--- config.mk ---
export PLATFORM = sky130hd
export DESIGN_NAME = lrsc_tracker
export DESIGN_NICKNAME = d
export VERILOG_FILES = /design/src/rtl/lrsc_pkg.sv /design/src/rtl/lrsc_resv.sv /design/src/rtl/lrsc_fsm.sv /design/src/rtl/lrsc_wb.sv /design/src/rtl/lrsc_tracker.sv
export SDC_FILE = /design/constraint.sdc
export NUM_CORES = 1
export LEC_CHECK = 0
export ABC_AREA = 1
export BUFFER_PORTS_ARGS = -buffer_cell sky130_fd_sc_hd__buf_4
export CAP_MARGIN = 20
export CORE_MARGIN = 2
export CORE_UTILIZATION = 51
export DETAILED_ROUTE_END_ITERATION = 8
export MAX_ROUTING_LAYER = met4
export PLACE_DENSITY_LB_ADDON = 0.2
export SLEW_MARGIN = 20
export SYNTH_ARGS = -nofsm -noshare
export SYNTH_HDL_FRONTEND = slang
export SYNTH_SLANG_ARGS = --single-unit
--- constraint.sdc ---
create_clock -name clk_i -period 4.1 [get_ports clk_i]
set_clock_uncertainty 0.15 [all_clocks]
set_input_delay 1.23 -clock clk_i [delete_from_list [all_inputs] [get_ports clk_i]]
set_output_delay 1.23 -clock clk_i [all_outputs]
set_load 0.01 [all_outputs]
--- src/rtl/lrsc_pkg.sv ---
package lrsc_pkg;
  typedef enum logic [1:0] {
    OP_LD = 2'b00,
    OP_LR = 2'b01,
    OP_ST = 2'b10,
    OP_SC = 2'b11
  } lsu_op_e;

  typedef enum logic {
    ST_IDLE = 1'b0,
    ST_WAIT = 1'b1
  } lrsc_state_e;

  typedef struct packed {
    logic done;
    logic rc;
    logic sd;
  } wb_info_t;
endpackage

--- src/rtl/lrsc_resv.sv ---
module lrsc_resv #(
  parameter int ADDR_W    = 16,
  parameter int LINE_BITS = 6
) (
  input  logic              clk_i,
  input  logic              rst_ni,
  input  logic              set_i,
  input  logic              clr_i,
  input  logic [ADDR_W-1:0] addr_i,
  output logic              hit_o
);
  localparam int TAG_W = ADDR_W - LINE_BITS;

  logic             vld_q;
  logic [TAG_W-1:0] tag_q;
  logic [TAG_W-1:0] tag_in;

  assign tag_in = addr_i[ADDR_W-1:LINE_BITS];
  assign hit_o  = vld_q && (tag_q == tag_in);

  always_ff @(posedge clk_i or negedge rst_ni) begin
    if (!rst_ni) begin
      vld_q <= 1'b0;
      tag_q <= '0;
    end else if (set_i) begin
      vld_q <= 1'b1;
      tag_q <= tag_in;
    end else if (clr_i) begin
      vld_q <= 1'b0;
    end
  end
endmodule

--- src/rtl/lrsc_fsm.sv ---
module lrsc_fsm
  import lrsc_pkg::*;
(
  input  logic     clk_i,
  input  logic     rst_ni,
  input  logic     req_valid_i,
  input  lsu_op_e  op_i,
  input  logic     hit_i,
  input  logic     mem_ack_i,
  output logic     idle_o,
  output logic     cancel_o,
  output logic     store_go_o,
  output logic     resv_set_o,
  output logic     resv_clr_o,
  output wb_info_t fin_o
);
  lrsc_state_e state_q;
  logic        pend_sc_q;
  logic        accept, is_sc, sc_fail, fast, ack_fin;

  assign idle_o     = (state_q == ST_IDLE);
  assign accept     = req_valid_i && idle_o;
  assign is_sc      = (op_i == OP_SC);
  assign sc_fail    = accept && is_sc && !hit_i;
  assign store_go_o = accept && ((op_i == OP_ST) || (is_sc && hit_i));
  assign cancel_o   = sc_fail;
  assign resv_set_o = accept && (op_i == OP_LR);
  assign resv_clr_o = accept && is_sc;

  // loads and failed conditional stores finish without memory
  assign fast    = accept && ((op_i == OP_LD) || (op_i == OP_LR) || sc_fail);
  assign ack_fin = (state_q == ST_WAIT) && mem_ack_i;

  always_comb begin
    fin_o = '0;
    if (fast) begin
      fin_o.done = 1'b1;
      fin_o.rc   = is_sc;
    end else if (ack_fin) begin
      fin_o.done = 1'b1;
      fin_o.rc   = pend_sc_q;
      fin_o.sd   = 1'b1;
    end
  end

  always_ff @(posedge clk_i or negedge rst_ni) begin
    if (!rst_ni) begin
      state_q   <= ST_IDLE;
      pend_sc_q <= 1'b0;
    end else begin
      case (state_q)
        ST_IDLE: if (store_go_o) begin
          state_q   <= ST_WAIT;
          pend_sc_q <= is_sc;
        end
        ST_WAIT: if (mem_ack_i) state_q <= ST_IDLE;
        default: state_q <= ST_IDLE;
      endcase
    end
  end
endmodule

--- src/rtl/lrsc_wb.sv ---
module lrsc_wb
  import lrsc_pkg::*;
(
  input  logic     clk_i,
  input  logic     rst_ni,
  input  wb_info_t fin_i,
  output logic     done_o,
  output logic     rc_o,
  output logic     store_done_o
);
  wb_info_t wb_q;

  always_ff @(posedge clk_i or negedge rst_ni) begin
    if (!rst_ni) wb_q <= '0;
    else         wb_q <= fin_i;
  end

  assign done_o       = wb_q.done;
  assign rc_o         = wb_q.rc;
  assign store_done_o = wb_q.sd;
endmodule

--- src/rtl/lrsc_tracker.sv ---
module lrsc_tracker
  import lrsc_pkg::*;
#(
  parameter int ADDR_W     = 16,
  parameter int LINE_BYTES = 64
) (
  input  logic              clk_i,
  input  logic              rst_ni,
  input  logic              req_valid_i,
  input  logic [1:0]        req_op_i,
  input  logic [ADDR_W-1:0] req_addr_i,
  output logic              req_ready_o,
  output logic              cancel_o,
  output logic              cache_wr_o,
  output logic              bus_cyc_o,
  input  logic              mem_ack_i,
  output logic              done_o,
  output logic              rc_o,
  output logic              store_done_o
);
  localparam int LINE_BITS = $clog2(LINE_BYTES);

  logic     hit, store_go, resv_set, resv_clr;
  wb_info_t fin;

  lrsc_resv #(.ADDR_W(ADDR_W), .LINE_BITS(LINE_BITS)) u_resv (
    .clk_i  (clk_i),
    .rst_ni (rst_ni),
    .set_i  (resv_set),
    .clr_i  (resv_clr),
    .addr_i (req_addr_i),
    .hit_o  (hit)
  );

  lrsc_fsm u_fsm (
    .clk_i      (clk_i),
    .rst_ni     (rst_ni),
    .req_valid_i(req_valid_i),
    .op_i       (lsu_op_e'(req_op_i)),
    .hit_i      (hit),
    .mem_ack_i  (mem_ack_i),
    .idle_o     (req_ready_o),
    .cancel_o   (cancel_o),
    .store_go_o (store_go),
    .resv_set_o (resv_set),
    .resv_clr_o (resv_clr),
    .fin_o      (fin)
  );

  assign cache_wr_o = store_go;
  assign bus_cyc_o  = store_go;

  lrsc_wb u_wb (
    .clk_i       (clk_i),
    .rst_ni      (rst_ni),
    .fin_i       (fin),
    .done_o      (done_o),
    .rc_o        (rc_o),
    .store_done_o(store_done_o)
  );
endmodule

* Yosys cells after proc, flatten, opt, wreduce, memory -nomap -nowiden
Index checks and enable logic that the tools add are counted.
Operators by class: muxes and demuxes 8, bitwise gates (word level) 1, reduce and logical (&&, ||, !) cells 16, equal/unequal tests 4
Operator list (number):
- 10-bit equality test | 1
- 1-bit logical AND | 9
- 1-bit 2-to-1 mux | 5
- 2-bit equality test (second input constant) | 2
- 1-bit logical OR | 3
- 3-bit 2-to-1 mux | 1
- 2-bit by 1-bit equality test with 1-bit output (second input constant) | 1
- 2-bit zero test | 1
- 2-bit 2-to-1 mux | 1
- 1-bit one-hot mux with 2 select lines | 1
- 2-bit AND reduction | 1
- 2-bit nonzero test | 1
- 1-bit zero test | 1
- 1-bit inverter | 1
Storage, ports and cells: output and inout bits 7, register bits 16, logic and storage cells 36, input port bits 22

* Longest topological paths before layout
Gate-level depths: netlist (run 1).
word-level depth 7, mapped depth 11, depth with buffers taken out 11

* Cells and area by module
A second synthesis (run 1) with hierarchy kept.
Unflattened totals: cells, all modules 112, area, all modules 829.5 um^2
By module, submodules not included:
- lrsc_resv | seq. area each 275.3 um^2, cells each 81, area each 575.6 um^2, instances 1
- lrsc_fsm | seq. area each 50.0 um^2, cells each 27, area each 171.4 um^2, instances 1
- lrsc_wb | seq. area each 75.1 um^2, cells each 3, area each 75.1 um^2, instances 1
- lrsc_tracker | seq. area each 0.0 um^2, cells each 1, area each 7.5 um^2, instances 1

* Least setup slack after synthesis (run 1)
OpenSTA, ideal clock, no wires.
path kind input -> output, from in req_addr_i[15], to out cache_wr_o, arrival time 2.043 ns, path slack 0.677 ns, required time 2.720 ns, path buffers 1, cell stages on the path 10, cell sequence inv_1 > nor2_1 > nor2_1 > nand3_1 > nor2_2 > nand2_2 > nand2_2 > nand3_2 > inv_1 > buf_4
Between the ends: longest elaborated chain between the ends 5
Ends and longest elaborated chain:
- from (decl) | line lrsc_tracker.sv:11 | input logic [ADDR_W-1:0] req_addr_i,
- 10-bit equality test | line lrsc_resv.sv:19 | assign hit_o = vld_q && (tag_q == tag_in);
- 1-bit logical AND | line lrsc_resv.sv:19
- 1-bit logical AND | line lrsc_fsm.sv:25 | assign store_go_o = accept && ((op_i == OP_ST) || (is_sc && hit_i));
- 1-bit logical OR | line lrsc_fsm.sv:25
- 1-bit logical AND | line lrsc_fsm.sv:25
- to (decl) | line lrsc_tracker.sv:14 | output logic cache_wr_o,
No other way between the ends.

* Worst setup path after layout (run 1)
from in req_addr_i[6], to out bus_cyc_o
Between the ends: longest elaborated chain between the ends 5
Ends and longest elaborated chain:
- 10-bit equality test | line lrsc_resv.sv:19
- 1-bit logical AND | line lrsc_resv.sv:19
- 1-bit logical AND | line lrsc_fsm.sv:25
- 1-bit logical OR | line lrsc_fsm.sv:25
- 1-bit logical AND | line lrsc_fsm.sv:25
- to (decl) | line lrsc_tracker.sv:15 | output logic bus_cyc_o,
No other way between the ends.

==> results by group, run 1 <==
Critical path
  • Slowest cell delay on critical path: 0.13 ns
  • Worst-path cell chain: buf_4, inv_1, nand2_1, nand2_1, nor2_1, nand2_1, nor2_2, nand2_2, nand2_2, nand3_2, inv_1, buf_4
  • CP max-delay cell: nor2_1
  • Crit path max-delay family: simple AND/OR/NAND/NOR gates
  • CP Launch Type: primary input
  • CP arrival: 2.20 ns
  • Setup Crit Path Kind: in2out
  • Cell repeated most along the worst path: nand2_1
  • Critical Path Fanout Max: 3
  • WP buf/inv: 4
  • Worst R2R Setup Slack: 2.43 ns
  • Crit. Startpoint: req_addr_i[6]
  • Req. time, crit path: 2.72 ns
  • Critical path depth in cells: 12
  • CP Capture Type: primary output
  • R2r worst-path depth: 5
  • Crit Reg-Reg Startpoint: u_fsm.state_q

Finish
  • # diodes: 0
  • Finished Layout Cells: 157
  • Layout fillers: 129
  • Finished Core Util: 68.4%
  • Layout cell share with drive strength beyond 1: 23.4%
  • Final net count: 164
  • Synth-to-layout area growth: 23.4%

Synthesis
  • Synth Instances: 118
  • Mapped Avg Cell Area: 7.16 um^2
  • Syn nets: 140
  • Count leader, synth: nand2_1
  • Post-synthesis cell type count: 16
  • Synthesis-stage register bit count: 16
  • Post-synth top cells: nand2_1, inv_1, dfrtp_1
  • Synth warnings: 0
  • Number of flops mapped to enable cells by yosys: 0
  • Mapped cell area: 845 um^2
  • Yosys top cell by area: dfrtp_1
  • Share of synthesized registers carrying an async set or reset: 100%
  • Sequential area share after synthesis: 47.4%
  • Share of the synthesized area in the top cell type: 47.4%
  • Area contributors post-synth: dfrtp_1, nand2_1, inv_1
  • Most common flop cell mapped by yosys: dfrtp_1

Routing
  • WL final: 1.63 mm
  • First drt pass iteration count: 4
  • DR DRC count: 0
  • Via total after detailed routing: 770
  • Final ANT Viol Nets: 0
  • Via density per instance: 4.90
  • Avg WL per Cell: 10.4 um
  • 1st-iter DRT viols: 18

Timing
  • RSZ-0062 raised after global routing: no
  • Final critical path time including I/O delays and setup: 3.58 ns
  • Slew of the pin with the lowest slew margin: 0.574 ns
  • Final max-slew violation count: 0
  • Setup violations, final: 0
  • Part of the cycle the worst path needs: 87.3%
  • Fin Setup TNS: 0 ns
  • Worst setup margin: 0.519 ns
  • Worst slew margin: 61.6%
  • Max Clk Rate: 279 MHz
  • Number of hold violations in the final report: 0

GRT
  • Vias in the first global route: 704
  • Initial antenna violation count: 0
  • Overall routing resource usage: 19.9%
  • First-pass GRT wire length: 2.77 mm
  • Total grt overflow: 0
  • Largest net degree at the start of global routing: 21

Floorplanning
  • Core area: 1520 um^2
  • Die width: 44.7 um
  • Die ar.: 2000 um^2
  • Initial Util: 55.4%
  • Die Ht: 44.7 um
  • # IOs: 29
  • Rows: 14

Clock tree
  • CTS Root Cell: clkbuf_4
  • H-tree depth: 1
  • CTS tree: yes
  • Clock buffer depth: 2
  • Hold buffer count at cts: 0
  • Clk slew on worst S/H paths: 0.09 ns
  • Clock sinks: 16
  • Setup Buffers After CTS: 0
  • CTS resizes: 0
  • Clock latency on the worst-skew pair: 0.29 ns
  • Total CTS buffers: 3

Status
  • Status: complete, no violations

Placement
  • Pre-CTS WS: 0.525 ns
  • IO buf count: 22
  • DP Wirelength: 1.21 mm
  • Placed cells: 153
  • Global placer's final weighted congestion: 0.756

Pwr
  • Total power draw: 393 uW
  • Lkg Pwr: 0.645 nW
  • VDD IR max: 0.242 mV
  • PwrDens: 377 nW/um^2

Run
  • Max Cap Violations: 0

Min path
  • Worst hold start: u_fsm.pend_sc_q
  • Hold Crit Depth: 2
  • Worst hold path class: reg2reg
report_power, final:
group	switching [mW]	internal [mW]	leakage [nW]	total (mW)
Combinational	0.0472	0.0409	0.421	0.0881
Sequential	0.0169	0.182	0.203	0.199
Clock	0.0514	0.0541	0.0210	0.105
Total	0.115	0.277	0.645	0.393
metrics by stage:
step / hold WS (ns) / area (um^2)
floorplan: 0.292 / 845
global placement: 0.321 / 1010
detailed placement: 0.320 / 1010
CTS: 0.342 / 1040
global route: 0.360 / 1040
finish: 0.342 / 1040
layout by cell type (no fill, tap or decap):
master / count
nand2_2: 2
mux2_4: 1
o22ai_1: 1
dfrtp_1: 16
nand4_1: 2
nand3_2: 1
nor2_1: 7
buf_4: 22
clkbuf_4: 3
o21ai_0: 11
nand3_1: 2
clkbuf_8: 1
nand2_1: 45
nor2_2: 1
inv_1: 24
inv_2: 2
sequential cells by signal, indices dropped and copies added (netlist names):
register and cells:
u_resv.tag_q 10, u_wb.store_done_o 1, u_wb.rc_o 1, u_fsm.pend_sc_q 1, u_resv.vld_q 1, u_wb.done_o 1
u_fsm.state_q 1
kinds of logic (layout without fill, tap and decap cells):
| logic type | count (synthesis) | after routing | share of synthesized area, % |
|---|---|---|---|
| compound gates | 12 | 12 | 7.26 |
| buf+inv | 29 | 52 | 14.4 |
| mux | 1 | 1 | 1.78 |
| flops | 16 | 16 | 47.4 |
| simple gates | 60 | 60 | 29.2 |
worst paths after layout:
| kind | to |
|---|---|
| min reg2reg | u_fsm.pend_sc_q |
| max | bus_cyc_o |
| max in group asynchronous | u_fsm.state_q |
| min | u_fsm.pend_sc_q |
| min in group asynchronous | u_resv.tag_q[8] |
| max reg2reg | u_resv.tag_q[2] |
worst reg2reg max path, cell delays in order (launching register included):
cell,delay [ns]
dfrtp_1,0.40
inv_2,0.07
nand2_1,0.07
inv_2,0.10
nand2_1,0.35
mux2_4,0.42
area by class of cell:
type | instances | area [um^2] | area share [%]
sequential | 16 | 400 | 38.4
timing repair buffer | 22 | 165 | 15.8
clock buffer | 4 | 36.3 | 3.48
multi-input combinational | 73 | 323 | 31.0
tap | 16 | 20.0 | 1.92
inverter | 26 | 97.6 | 9.36
layer usage:
layer / global-route usage [%] / vias to the layer above / routed length (um)
met5: - / - / 0
met4: 7.27 / 0 / 19
met3: 6.00 / 4 / 100
met2: 32.5 / 30 / 835
met1: 23.0 / 341 / 671
li1: - / 395 / -
Power figures use the tool's default switching activity.
==> run 2: changes to the inputs <==
--- a/config.mk
+++ b/config.mk
@@ -9,7 +9,7 @@
 export BUFFER_PORTS_ARGS = -buffer_cell sky130_fd_sc_hd__buf_4
 export CAP_MARGIN = 20
 export CORE_MARGIN = 2
-export CORE_UTILIZATION = 51
+export CORE_UTILIZATION = 48
 export DETAILED_ROUTE_END_ITERATION = 8
 export MAX_ROUTING_LAYER = met4
 export PLACE_DENSITY_LB_ADDON = 0.2
==> constraint.sdc (replaced) <==
create_clock -name clk_i -period 3.3 [get_ports clk_i]
set_clock_uncertainty 0.15 [all_clocks]
set_input_delay 0.99 -clock clk_i [delete_from_list [all_inputs] [get_ports clk_i]]
set_output_delay 0.99 -clock clk_i [all_outputs]
set_load 0.01 [all_outputs]
==> run 2 against run 1 <==
- non-clock buffer count stayed put
- register-to-register slack worse by 0.79 ns
- highest routed layer unchanged
- sequential share of layout area hardly changed
==> results by group, run 2 (same netlist as run 1, synthesis figures left out) <==
Clock tree
  • CTS resizes: 0
  • Clk slew on worst S/H paths: 0.09 ns
  • Setup Buffers After CTS: 0
  • CTS tree: yes
  • Clock sinks: 16
  • Hold buffer count at cts: 0
  • H-tree depth: 1
  • Clock buffer depth: 2
  • Clock latency on the worst-skew pair: 0.29 ns
  • CTS Root Cell: clkbuf_4
  • Total CTS buffers: 3

Pwr
  • PwrDens: 466 nW/um^2
  • Lkg Pwr: 0.645 nW
  • P_sw: 142 uW
  • VDD IR max: 0.260 mV
  • Cell-internal power: 344 uW
  • Clock share of power: 26.9%
  • Sw Ratio: 29.1%
  • Gate power share: 22.1%
  • Sequential power share: 51.0%

Critical path
  • CP arrival: 1.97 ns
  • Crit Reg-Reg Startpoint: u_fsm.state_q
  • WP buf/inv: 4
  • Critical Path Fanout Max: 3
  • Req. time, crit path: 2.16 ns
  • R2r worst-path depth: 5
  • R2r endpoint: u_resv.tag_q[2]
  • Critical Path Sink: bus_cyc_o
  • CP Capture Type: primary output
  • Crit. Startpoint: req_addr_i[15]
  • Crit path max-delay family: simple AND/OR/NAND/NOR gates
  • Setup Crit Path Kind: in2out
  • Worst R2R Setup Slack: 1.64 ns
  • Slowest cell delay on critical path: 0.15 ns
  • CP max-delay cell: nor2_2
  • CP Launch Type: primary input
  • Critical path depth in cells: 11
  • Worst-path cell chain: buf_4, inv_1, nor2_1, nor2_1, nand3_1, nor2_2, nand2_2, nand2_2, nand3_2, inv_1, buf_4

Timing
  • Final max-slew violation count: 0
  • Worst slew margin: 61.2%
  • RSZ-0062 raised after global routing: no
  • Number of hold violations in the final report: 0
  • Slew of the pin with the lowest slew margin: 0.580 ns
  • Hold Slack: 0.329 ns
  • Part of the cycle the worst path needs: 94.1%
  • Max Clk Rate: 322 MHz
  • Final critical path time including I/O delays and setup: 3.11 ns
  • Fin Setup TNS: 0 ns
  • Setup violations, final: 0

Min path
  • Worst hold path class: reg2reg

GRT
  • First-pass GRT wire length: 2.58 mm
  • Total grt overflow: 0
  • Initial antenna violation count: 0
  • Vias in the first global route: 691
  • Largest net degree at the start of global routing: 21
  • Overall routing resource usage: 17.6%

Finish
  • Most frequent cells in the layout: nand2_1, inv_1, buf_4, dfrtp_1, o21ai_0
  • Layout cell share with drive strength beyond 1: 23.4%
  • Largest reg by FF count: u_resv.tag_q
  • # diodes: 0
  • Final net count: 164
  • Most common cell after layout, fill and taps aside: nand2_1
  • Max FFs per register: 10
  • Synth-to-layout area growth: 23.6%

Routing
  • First drt pass iteration count: 4
  • DR DRC count: 0
  • Final ANT Viol Nets: 0
  • 1st-iter DRT viols: 7
  • Via total after detailed routing: 737
  • WL final: 1.52 mm
  • Avg WL per Cell: 9.63 um
  • Via density per instance: 4.66

Floorplanning
  • Die Ht: 45.9 um
  • # IOs: 29
  • Core area: 1690 um^2
  • Initial Util: 50.0%
  • Rows: 15
  • Die ar.: 2110 um^2
  • Die width: 45.9 um

Placement
  • IO buf count: 22
  • DP Wirelength: 1.19 mm
  • Global placer's final weighted congestion: 0.729

Run
  • Max Cap Violations: 0

Status
  • Status: complete, no violations
## run 2: per-stage QoR
stage                     worst slack, ns  instance area [um^2]  total power, mW  utilization [%]  instances
after floorplan                     0.357                   845            0.319                -        118
after global placement              0.233                  1010            0.354             59.6        154
after detailed placement            0.182                  1010            0.360             59.6        154
after CTS                           0.178                  1040            0.490             61.8        158
after global routing               0.0567                  1040            0.518             61.8        158
final                               0.193                  1040            0.486             61.8        158
## run 2: tightest hold or removal path, cell delays in order (launching register included)
cell     delay [ns]
dfrtp_1        0.36
nand2_1        0.05
nand2_1        0.04
## run 2: power groups by stage
stage	clock network (mW)	logic, mW	registers, mW
global route	0.140	0.126	0.252
detailed placement	0	0.109	0.252
finish	0.131	0.107	0.248
CTS	0.133	0.109	0.248
floorplan	0	0.0711	0.248
global placement	0	0.105	0.249
## run 2: cell type report
cell class	instances	area, um^2
fill	154	646
timing repair buffer	22	165
tap	17	21.3
multi-input combinational	73	323
inverter	26	97.6
sequential	16	400
clock buffer	4	36.3
## run 2: worst min path at each step
stage	slack [ns]	to	cells past startpoint	from
after global placement	0.32	u_fsm.pend_sc_q	2	u_fsm.pend_sc_q
after global routing	0.36	u_fsm.pend_sc_q	2	u_fsm.pend_sc_q
after floorplan	0.29	u_fsm.pend_sc_q	2	u_fsm.pend_sc_q
after CTS	0.33	u_fsm.pend_sc_q	2	u_fsm.pend_sc_q
final	0.33	u_fsm.pend_sc_q	2	u_fsm.pend_sc_q
after detailed placement	0.31	u_fsm.pend_sc_q	2	u_fsm.pend_sc_q
## run 2: metal layers
metal / wire, um / vias up / share of wire [%] / global-route usage (%)
met5: 0 / - / 0 / -
met4: 33 / 0 / 2.2 / 8.57
met3: 54 / 5 / 3.5 / 3.57
met2: 751 / 13 / 49 / 28.6
met1: 682 / 325 / 45 / 20.4
li1: - / 394 / - / -
